### config.mk
export PLATFORM = sky130hd
export DESIGN_NAME = qdr_parity_datapath
export DESIGN_NICKNAME = d
export VERILOG_FILES = /design/src/rtl/qpd_pkg.sv /design/src/rtl/qpd_burst_ctrl.sv /design/src/rtl/qpd_wr_path.sv /design/src/rtl/qpd_rd_path.sv /design/src/rtl/qdr_parity_datapath.sv
export SDC_FILE = /design/constraint.sdc
export NUM_CORES = 1
export LEC_CHECK = 0
export ABC_CLOCK_PERIOD_IN_PS = 1700
export BUFFER_PORTS_ARGS = -buffer_cell sky130_fd_sc_hd__clkbuf_2
export CORE_MARGIN = 4
export CORE_UTILIZATION = 30
export DETAILED_ROUTE_END_ITERATION = 8
export PLACE_DENSITY = 0.5
export SYNTH_ARGS = -nofsm -noshare
export SYNTH_HDL_FRONTEND = slang
export SYNTH_SLANG_ARGS = --single-unit
### constraint.sdc
create_clock -name clk -period 1.7 [get_ports clk]
set_input_delay 0.17 -clock clk [delete_from_list [all_inputs] [get_ports clk]]
set_output_delay 0.17 -clock clk [all_outputs]
set_load 0.01 [all_outputs]
### src/rtl/qpd_pkg.sv
// Shared widths and parity helpers for the byte-parity DDR SRAM data path.
// Assumes two beats per clock and a word that splits evenly into them.
package qpd_pkg;
    localparam int WORD_BYTES = 4;
    localparam int BYTE_W     = 8;
    localparam int WORD_W     = WORD_BYTES * BYTE_W;
    localparam int BEATS      = 2;
    localparam int LANES      = WORD_BYTES / BEATS;
    localparam int HALF_W     = LANES * BYTE_W;
    localparam int PIN_W      = HALF_W + LANES;
    localparam int LEN_W      = 2;
    localparam int MAX_BURST  = 2;

    typedef logic [PIN_W-1:0] pin_beat_t;

    // Even parity of every byte lane of one half-word.
    function automatic logic [LANES-1:0] lane_parity(input logic [HALF_W-1:0] h);
        logic [LANES-1:0] p;
        for (int i = 0; i < LANES; i++) p[i] = ^h[i*BYTE_W +: BYTE_W];
        return p;
    endfunction

    // Half-word plus its lane parity bits, as placed on the pins.
    function automatic pin_beat_t pack_beat(input logic [HALF_W-1:0] h);
        return {lane_parity(h), h};
    endfunction
endpackage

### src/rtl/qpd_burst_ctrl.sv
// Request sequencer: accepts a request when idle, refuses illegal lengths,
// and issues one or two memory cycles at consecutive addresses.
// Assumes the requester holds nothing after acceptance; the second word's
// data is captured elsewhere on the load0 strobe.
module qpd_burst_ctrl
    import qpd_pkg::*;
#(
    parameter int ADDR_W = 10
) (
    input  logic              clk,
    input  logic              rst_n,
    input  logic              req_valid,
    input  logic              req_write,
    input  logic [LEN_W-1:0]  req_len,
    input  logic [ADDR_W-1:0] req_addr,
    output logic              req_ready,
    output logic              req_err,
    output logic              load0,
    output logic              load1,
    output logic              iss_valid,
    output logic              iss_write,
    output logic [ADDR_W-1:0] iss_addr
);
    logic              pend_q;
    logic              pend_write_q;
    logic [ADDR_W-1:0] pend_addr_q;
    logic              len_ok;

    // Legal lengths are 1 up to the supported burst.
    assign len_ok    = (req_len != '0) && (int'(req_len) <= MAX_BURST);
    assign req_ready = !pend_q;
    assign load0     = req_valid && req_ready && len_ok;
    assign load1     = pend_q;

    // Issue registers and pending second beat.
    always_ff @(posedge clk) begin
        if (!rst_n) begin
            pend_q       <= 1'b0;
            pend_write_q <= 1'b0;
            pend_addr_q  <= '0;
            req_err      <= 1'b0;
            iss_valid    <= 1'b0;
            iss_write    <= 1'b0;
            iss_addr     <= '0;
        end else begin
            req_err   <= req_valid && req_ready && !len_ok;
            iss_valid <= load0 || load1;
            if (load1) begin
                iss_write <= pend_write_q;
                iss_addr  <= pend_addr_q;
                pend_q    <= 1'b0;
            end else if (load0) begin
                iss_write    <= req_write;
                iss_addr     <= req_addr;
                pend_q       <= (int'(req_len) == MAX_BURST);
                pend_write_q <= req_write;
                pend_addr_q  <= req_addr + ADDR_W'(1);
            end
        end
    end
endmodule

### src/rtl/qpd_wr_path.sv
// Write serialiser: splits a word into rising and falling beats, adds even
// byte parity and maps byte enables to per-beat strobes.
// Assumes load0 and load1 are never high together.
module qpd_wr_path
    import qpd_pkg::*;
(
    input  logic                  clk,
    input  logic                  rst_n,
    input  logic                  load0,
    input  logic                  load1,
    input  logic [WORD_W-1:0]     wdata0,
    input  logic [WORD_W-1:0]     wdata1,
    input  logic [WORD_BYTES-1:0] be0,
    input  logic [WORD_BYTES-1:0] be1,
    output logic [PIN_W-1:0]      d_rise,
    output logic [PIN_W-1:0]      d_fall,
    output logic [LANES-1:0]      bwe_rise,
    output logic [LANES-1:0]      bwe_fall
);
    logic [WORD_W-1:0]     hold_data_q;
    logic [WORD_BYTES-1:0] hold_be_q;
    logic [PIN_W-1:0]      beat_q [BEATS];
    logic [LANES-1:0]      bwe_q  [BEATS];

    // Keep the second word of a burst until its beat is issued.
    always_ff @(posedge clk) begin
        if (!rst_n) begin
            hold_data_q <= '0;
            hold_be_q   <= '0;
        end else if (load0) begin
            hold_data_q <= wdata1;
            hold_be_q   <= be1;
        end
    end

    for (genvar b = 0; b < BEATS; b++) begin : g_beat
        // Register one beat's pins and strobes.
        always_ff @(posedge clk) begin
            if (!rst_n) begin
                beat_q[b] <= '0;
                bwe_q[b]  <= '0;
            end else if (load0) begin
                beat_q[b] <= pack_beat(wdata0[b*HALF_W +: HALF_W]);
                bwe_q[b]  <= be0[b*LANES +: LANES];
            end else if (load1) begin
                beat_q[b] <= pack_beat(hold_data_q[b*HALF_W +: HALF_W]);
                bwe_q[b]  <= hold_be_q[b*LANES +: LANES];
            end
        end
    end

    assign d_rise   = beat_q[0];
    assign d_fall   = beat_q[1];
    assign bwe_rise = bwe_q[0];
    assign bwe_fall = bwe_q[1];
endmodule

### src/rtl/qpd_rd_path.sv
// Read deserialiser: tracks the fixed memory latency, joins the two beats
// into a word and flags every byte whose parity is odd.
// Assumes memory returns data exactly RD_LAT cycles after a read cycle.
module qpd_rd_path
    import qpd_pkg::*;
#(
    parameter int RD_LAT = 2
) (
    input  logic                  clk,
    input  logic                  rst_n,
    input  logic                  rd_issue,
    input  logic [PIN_W-1:0]      q_rise,
    input  logic [PIN_W-1:0]      q_fall,
    output logic                  rd_valid,
    output logic [WORD_W-1:0]     rd_data,
    output logic [WORD_BYTES-1:0] rd_perr
);
    logic [RD_LAT-1:0]     lat_q;
    logic [PIN_W-1:0]      q_in [BEATS];
    logic [WORD_W-1:0]     word_c;
    logic [WORD_BYTES-1:0] perr_c;

    assign q_in[0] = q_rise;
    assign q_in[1] = q_fall;

    if (RD_LAT == 1) begin : g_lat1
        // Single-stage latency tracker.
        always_ff @(posedge clk) begin
            if (!rst_n) lat_q <= '0;
            else        lat_q <= rd_issue;
        end
    end else begin : g_latn
        // Multi-stage latency tracker.
        always_ff @(posedge clk) begin
            if (!rst_n) lat_q <= '0;
            else        lat_q <= {lat_q[RD_LAT-2:0], rd_issue};
        end
    end

    for (genvar b = 0; b < BEATS; b++) begin : g_join
        assign word_c[b*HALF_W +: HALF_W] = q_in[b][HALF_W-1:0];
        assign perr_c[b*LANES +: LANES]   = lane_parity(q_in[b][HALF_W-1:0])
                                          ^ q_in[b][PIN_W-1:HALF_W];
    end

    // Capture the returned word and its parity result.
    always_ff @(posedge clk) begin
        if (!rst_n) begin
            rd_valid <= 1'b0;
            rd_data  <= '0;
            rd_perr  <= '0;
        end else begin
            rd_valid <= lat_q[RD_LAT-1];
            if (lat_q[RD_LAT-1]) begin
                rd_data <= word_c;
                rd_perr <= perr_c;
            end
        end
    end
endmodule

### src/rtl/qdr_parity_datapath.sv
// Top of the byte-parity DDR SRAM data path: sequencer, write serialiser
// and read deserialiser. Assumes a memory with per-byte write strobes and a
// fixed read latency of RD_LAT cycles.
module qdr_parity_datapath
    import qpd_pkg::*;
#(
    parameter int ADDR_W = 10,
    parameter int RD_LAT = 2
) (
    input  logic                  clk,
    input  logic                  rst_n,
    input  logic                  req_valid,
    input  logic                  req_write,
    input  logic [LEN_W-1:0]      req_len,
    input  logic [ADDR_W-1:0]     req_addr,
    input  logic [WORD_W-1:0]     req_wdata0,
    input  logic [WORD_W-1:0]     req_wdata1,
    input  logic [WORD_BYTES-1:0] req_be0,
    input  logic [WORD_BYTES-1:0] req_be1,
    output logic                  req_ready,
    output logic                  req_err,
    output logic                  rd_valid,
    output logic [WORD_W-1:0]     rd_data,
    output logic [WORD_BYTES-1:0] rd_perr,
    output logic                  mem_wr_en,
    output logic                  mem_rd_en,
    output logic [ADDR_W-1:0]     mem_addr,
    output logic [PIN_W-1:0]      mem_d_rise,
    output logic [PIN_W-1:0]      mem_d_fall,
    output logic [LANES-1:0]      mem_bwe_rise,
    output logic [LANES-1:0]      mem_bwe_fall,
    input  logic [PIN_W-1:0]      mem_q_rise,
    input  logic [PIN_W-1:0]      mem_q_fall
);
    logic load0, load1, iss_valid, iss_write;

    qpd_burst_ctrl #(.ADDR_W(ADDR_W)) u_ctrl (
        .clk       (clk),
        .rst_n     (rst_n),
        .req_valid (req_valid),
        .req_write (req_write),
        .req_len   (req_len),
        .req_addr  (req_addr),
        .req_ready (req_ready),
        .req_err   (req_err),
        .load0     (load0),
        .load1     (load1),
        .iss_valid (iss_valid),
        .iss_write (iss_write),
        .iss_addr  (mem_addr)
    );

    assign mem_wr_en = iss_valid && iss_write;
    assign mem_rd_en = iss_valid && !iss_write;

    qpd_wr_path u_wr (
        .clk      (clk),
        .rst_n    (rst_n),
        .load0    (load0),
        .load1    (load1),
        .wdata0   (req_wdata0),
        .wdata1   (req_wdata1),
        .be0      (req_be0),
        .be1      (req_be1),
        .d_rise   (mem_d_rise),
        .d_fall   (mem_d_fall),
        .bwe_rise (mem_bwe_rise),
        .bwe_fall (mem_bwe_fall)
    );

    qpd_rd_path #(.RD_LAT(RD_LAT)) u_rd (
        .clk      (clk),
        .rst_n    (rst_n),
        .rd_issue (mem_rd_en),
        .q_rise   (mem_q_rise),
        .q_fall   (mem_q_fall),
        .rd_valid (rd_valid),
        .rd_data  (rd_data),
        .rd_perr  (rd_perr)
    );
endmodule

* Word level (Yosys, flattened, before mapping)
Memory sizes are Yosys's and may differ from the RTL's.
Index checks and enable logic that the tools add are counted.
** Word-level totals
- Register bits :: 100
- Memory bits (writable) :: 40
- Output and inout port bits :: 91
- Logic and storage cells :: 77
- Memories :: 2
** Cells by class
- $add $sub $neg :: 1
- $lt $le $gt $ge :: 1
- Equality and inequality tests :: 1
- Multiplexer cells :: 20
- Bitwise logic cells :: 13
- Reductions and logical operators :: 26
** Memories
- u_wr.beat_q :: words 2, bits a word 18, read ports 2, clocked after Yosys merged registers in 0, write ports 2, line qpd_wr_path.sv:22 : logic [PIN_W-1:0] beat_q [BEATS];
- u_wr.bwe_q :: words 2, bits a word 2, read ports 2, clocked after Yosys merged registers in 0, write ports 2, line qpd_wr_path.sv:23 : logic [LANES-1:0] bwe_q [BEATS];
** Operator list (number)
- 8-bit parity :: 12
- 18-bit 2-to-1 mux :: 4
- 10-bit 2-to-1 mux :: 2
- 10-bit by 1-bit adder with 10-bit output, second input constant :: 1
- 1-bit 2-to-1 mux :: 10
- 2-bit 2-to-1 mux :: 4
- 1-bit bitwise OR :: 8
- 1-bit logical AND :: 6
- 2-bit nonzero test :: 2
- 2-bit bitwise XOR :: 2
- 1-bit zero test :: 3
- 1-bit inverter :: 3
- 3-bit OR reduction :: 1
- 2-bit == test, second input constant :: 1
- 2-bit <= comparator, second input constant :: 1
- 2-bit AND reduction :: 1
- 1-bit logical OR :: 1

* Logic depth before layout (Yosys ltp)
- Word-level depth :: 8
- Depth in mapped cells :: 8
- Gate-level depth less buffers :: 6

* Cells and area by module
From an unflattened synthesis, not the netlist that was laid out.
** Second synthesis, totals
- Cells, all modules :: 546
- Area, all modules :: 6369.9 um2
** Modules (own cells, without submodules)
- qpd_wr_path :: times used 1, cells an instance 267, area an instance 3505.9 um2, sequential area each 1921.8 um2
- qpd_rd_path :: times used 1, cells an instance 155, area an instance 1751.7 um2, sequential area each 780.7 um2
- qpd_burst_ctrl :: times used 1, cells an instance 122, area an instance 1096.1 um2, sequential area each 500.5 um2
- qdr_parity_datapath :: times used 1, cells an instance 2, area an instance 16.3 um2, sequential area each 0.0 um2

* Worst setup path after synthesis
Ideal clock, no wire load.
- Path type :: input-to-reg
- Start point :: input port req_len[0]
- End point :: memory u_wr.beat_q[0][0] (netlist bit), enable pin
- Library setup time :: 0.375 ns
- Data arrival time :: 1.381 ns
- Setup slack :: -0.056 ns
- Cell stages on the path :: 6
- Path buffers :: 1
- Cells stage by stage :: inv_1 -> ha_1 -> and2b_4 -> nor2_1 -> buf_2 -> inv_1
** RTL lines
- from (decl) :: line qdr_parity_datapath.sv:14 : input logic [LEN_W-1:0] req_len,
- to (decl) :: line qpd_wr_path.sv:22

==> results.cfg <==
[timing]
post-route-period-util_pct = 88.9
worstMarginPinSlew_ns = 0.846
drv_slew = 0
rsz0062_at_grt = no
fin_worst_skew_ns = 0.00661
finalSetupViolations = 0
finalSetupTns_ns = 0
period_needed_ns = 1.51
max_freq_mhz = 662
slew_headroom_pct = 43.5
hold_viol = 0

[synthesis]
syn_inst = 586
synth_area_leaders = dfxtp_1 (32%), edfxtp_1 (19%), xnor2_1 (7.5%), mux2i_1 (6.8%), nand2_1 (6.1%)
avgSynthCellArea_um2 = 10.5
syn_area_um2 = 6170
synth_nets = 712
ys_seq_area_share_pct = 51.9
yosysUniqueCellTypes = 38
yosys.area.top_type_share_pct = 32.5
synth_edf_count = 40
ys.flop_type = dfxtp_1
synth_top_area_cell = dfxtp_1
yosys_warnings = 0
async_reset_ff_share_pct = 0
ys_seq_elements = 140

[critical_path]
crit_fanout = 36
endpoint_kind = register
worstPathArrival_ns = 1.79
crit_buf_inv = 1
crit_slowest_cell = nor2_4
r2r_slack_ns = 0.19
critPathKind = reg2reg
cpPeakStageDelay_ns = 0.67
cp_top_family = simple AND/OR/NAND/NOR gates
critical_path.cell_chain = inv_2, nor2_4, a22o_1
worstSetupStartpointType = register
worstPathRequired_ns = 1.98

[final_layout]
final_layout_size_suffix_gt1_share_pct = 31.9
diodes = 0
final_nets = 967
area_growth_syn_to_layout_pct = 39.6
stdcell_count = 1124

[cts]
clockRootBuffer = clkbuf_16
htreeDepth = 4
cts_buffer_depth = 2
clock_latency_ns = 0.42
numCtsBuffers = 17
path_clk_slew_ns = 0.06
clkSinkCount = 140
cts_tree = built

[status]
run_status = finished, final reports clean

[global_routing]
track_usage_pct = 14.6
grt_first_pass_wirelength_um = 26000
antenna_found_initial = 1
grt-ovfl-total = 0
grt_max_degree = 48
first_global_vias = 5006

[detailed_routing]
ant_nets = 0
first_pass_iters = 4
wl_per_cell_um = 15.0
vias_per_cell = 4.49
routed_wirelength_um = 16900
drt_iter0_markers = 181
vias = 5046
drc = 0

[power_and_ir_drop]
p_seq_share_pct = 42.1
p_leak_uw = 0.00365
switching_power_uw = 2270
power.internal_uw = 6620
p_clk_share_pct = 43.5
netSwitchingFraction_pct = 25.6
pwr-share-comb_pct = 14.5
p_per_area_nw_per_um2 = 1030
ir_drop_mv = 0.721

[place]
placed_cells = 1053
finalWeightedCongestion = 0.720
dpl.hpwl_um = 12200
portBuffers = 214

[die]
io_pins = 215
die-area_um2 = 22900
initial_utilization_pct = 30.5
num_rows = 52
die_y_um = 151
die_w_um = 151
core_um2 = 20200

[run]
drv_cap = 0

[hold_path]
hp-class = in2reg
[layout by cell type (no fill, tap or decap), types with 3 or more instances in the layout]
master         Yosys  layout
nand3_1            4       4
dlygate4sd3_1      0      39
nand3b_1           4       4
inv_6              0       3
a21oi_1           40      40
clkinv_4           0       4
nor2_1            45      45
o21ai_0           12      12
dfxtp_1          100      99
buf_4              3       7
buf_12             0       8
nand2_1          101     101
xnor2_1           53      53
o22ai_1            4       4
clkbuf_2           0     214
and2_1             4       4
a22o_1            36      36
xor2_1            23      23
a211oi_1           4       4
mux2i_1           42      42
edfxtp_1          40      40
xnor3_1            8       8
bufinv_16          0       3
o211ai_1           4       4
clkinvlp_4         0       3
inv_1              6       6
clkbuf_16          0      17
nor2_4             3       3
[layer usage]
layer  GRT usage, %  part of all wire (%)  wire [µm]
met5              0                  0.11         19
met4           4.62                   1.1        182
met3           5.69                    10       1700
met2           23.7                    45       7560
met1           17.9                    44       7450
[cells in the mapped netlist (3+ instances only)]
cell,count
a211oi_1,4
a21oi_1,40
a22o_1,36
and2_1,4
buf_2,20
buf_4,3
buf_6,4
clkbuf_1,5
dfxtp_1,100
edfxtp_1,40
inv_1,6
mux2i_1,42
nand2_1,101
nand3_1,4
nand3b_1,4
nor2_1,45
nor2_4,3
o211ai_1,4
o21ai_0,12
o22ai_1,4
xnor2_1,53
xnor3_1,8
xor2_1,23
[worst reg2reg max path: stages, from the launching register on]
cell and delay [ns]:
dfxtp_1 0.35, inv_2 0.08, nor2_4 0.67, a22o_1 0.28
[flip-flops by register name, summed over array words and instances, names as in the netlist]
| register | flops |
|---|---|
| u_rd.rd_perr | 4 |
| u_ctrl.pend_write_q | 1 |
| u_wr.hold_be_q | 4 |
| u_ctrl.iss_valid | 1 |
| u_rd.rd_valid | 1 |
| u_wr.hold_data_q | 32 |
| u_ctrl.iss_write | 1 |
| u_wr.bwe_q | 4 |
| u_rd.rd_data | 32 |
| u_ctrl.req_err | 1 |
| u_ctrl.iss_addr | 10 |
| u_ctrl.pend_addr_q | 10 |
| u_ctrl.load1 | 1 |
| u_rd.lat_q | 2 |
| u_wr.beat_q | 36 |
[path summary, 6_finish.rpt]
kind                               startpoint  cells after the start           endpoint
worst max-delay path             u_ctrl.load1                      3  u_wr.beat_q[1][5]
worst min-delay path            mem_q_rise[0]                      3    u_rd.rd_data[0]
worst max register to register   u_ctrl.load1                      3  u_wr.beat_q[1][5]
worst min register to register  u_rd.lat_q[0]                      1      u_rd.lat_q[1]
[cell type report]
class | count | area, µm²
inverter | 8 | 30.0
timing repair buffer | 268 | 1670
clock inverter | 15 | 189
sequential | 140 | 3200
multi-input combinational | 406 | 2750
tap | 270 | 338
fill | 2002 | 11600
clock buffer | 17 | 425
[cells by family (layout without fill, tap and decap cells)]
logic type      count (synthesis)  count (layout)  synth area share (%)
xor+xnor                       84              84                  13.7
mux                            42              42                  6.82
compound gates                105             105                  11.5
simple gates                  173             173                  12.2
flops                         140             140                  51.9
buf+inv                        40             308                  3.51
fa+ha+maj                       2               2                 0.406
[power groups by stage]
stage	logic (µW)	registers [µW]	clock network, µW
2_1_floorplan	671	3850	0
3_3_place_gp	1230	3810	0
3_5_place_dp	1240	3810	0
4_1_cts	1310	3740	3980
5_1_grt	1420	3760	4110
6_report	1280	3740	3870
[per-stage QoR]
stage	instance area, µm²	hold WS [ns]	power [µW]	worst slack [ns]	utilization (%)
finish	8610	0.0116	8890	0.188	42.5
CTS	8610	0.000808	9030	0.140	42.5
floorplan	6170	0.266	4520	-0.0556	-
detailed placement	7600	0.405	5050	0.141	37.6
global placement	7600	0.398	5050	0.151	37.6
global route	8610	0.0132	9290	0.0336	42.5
[what timing repair did]
item,in CTS,in global routing
buffers inserted,0,0
gates resized for setup,0,0
hold buffers,39,0
hold endpoints to repair,39,0
No activity file was read; power rests on OpenSTA's default activity.
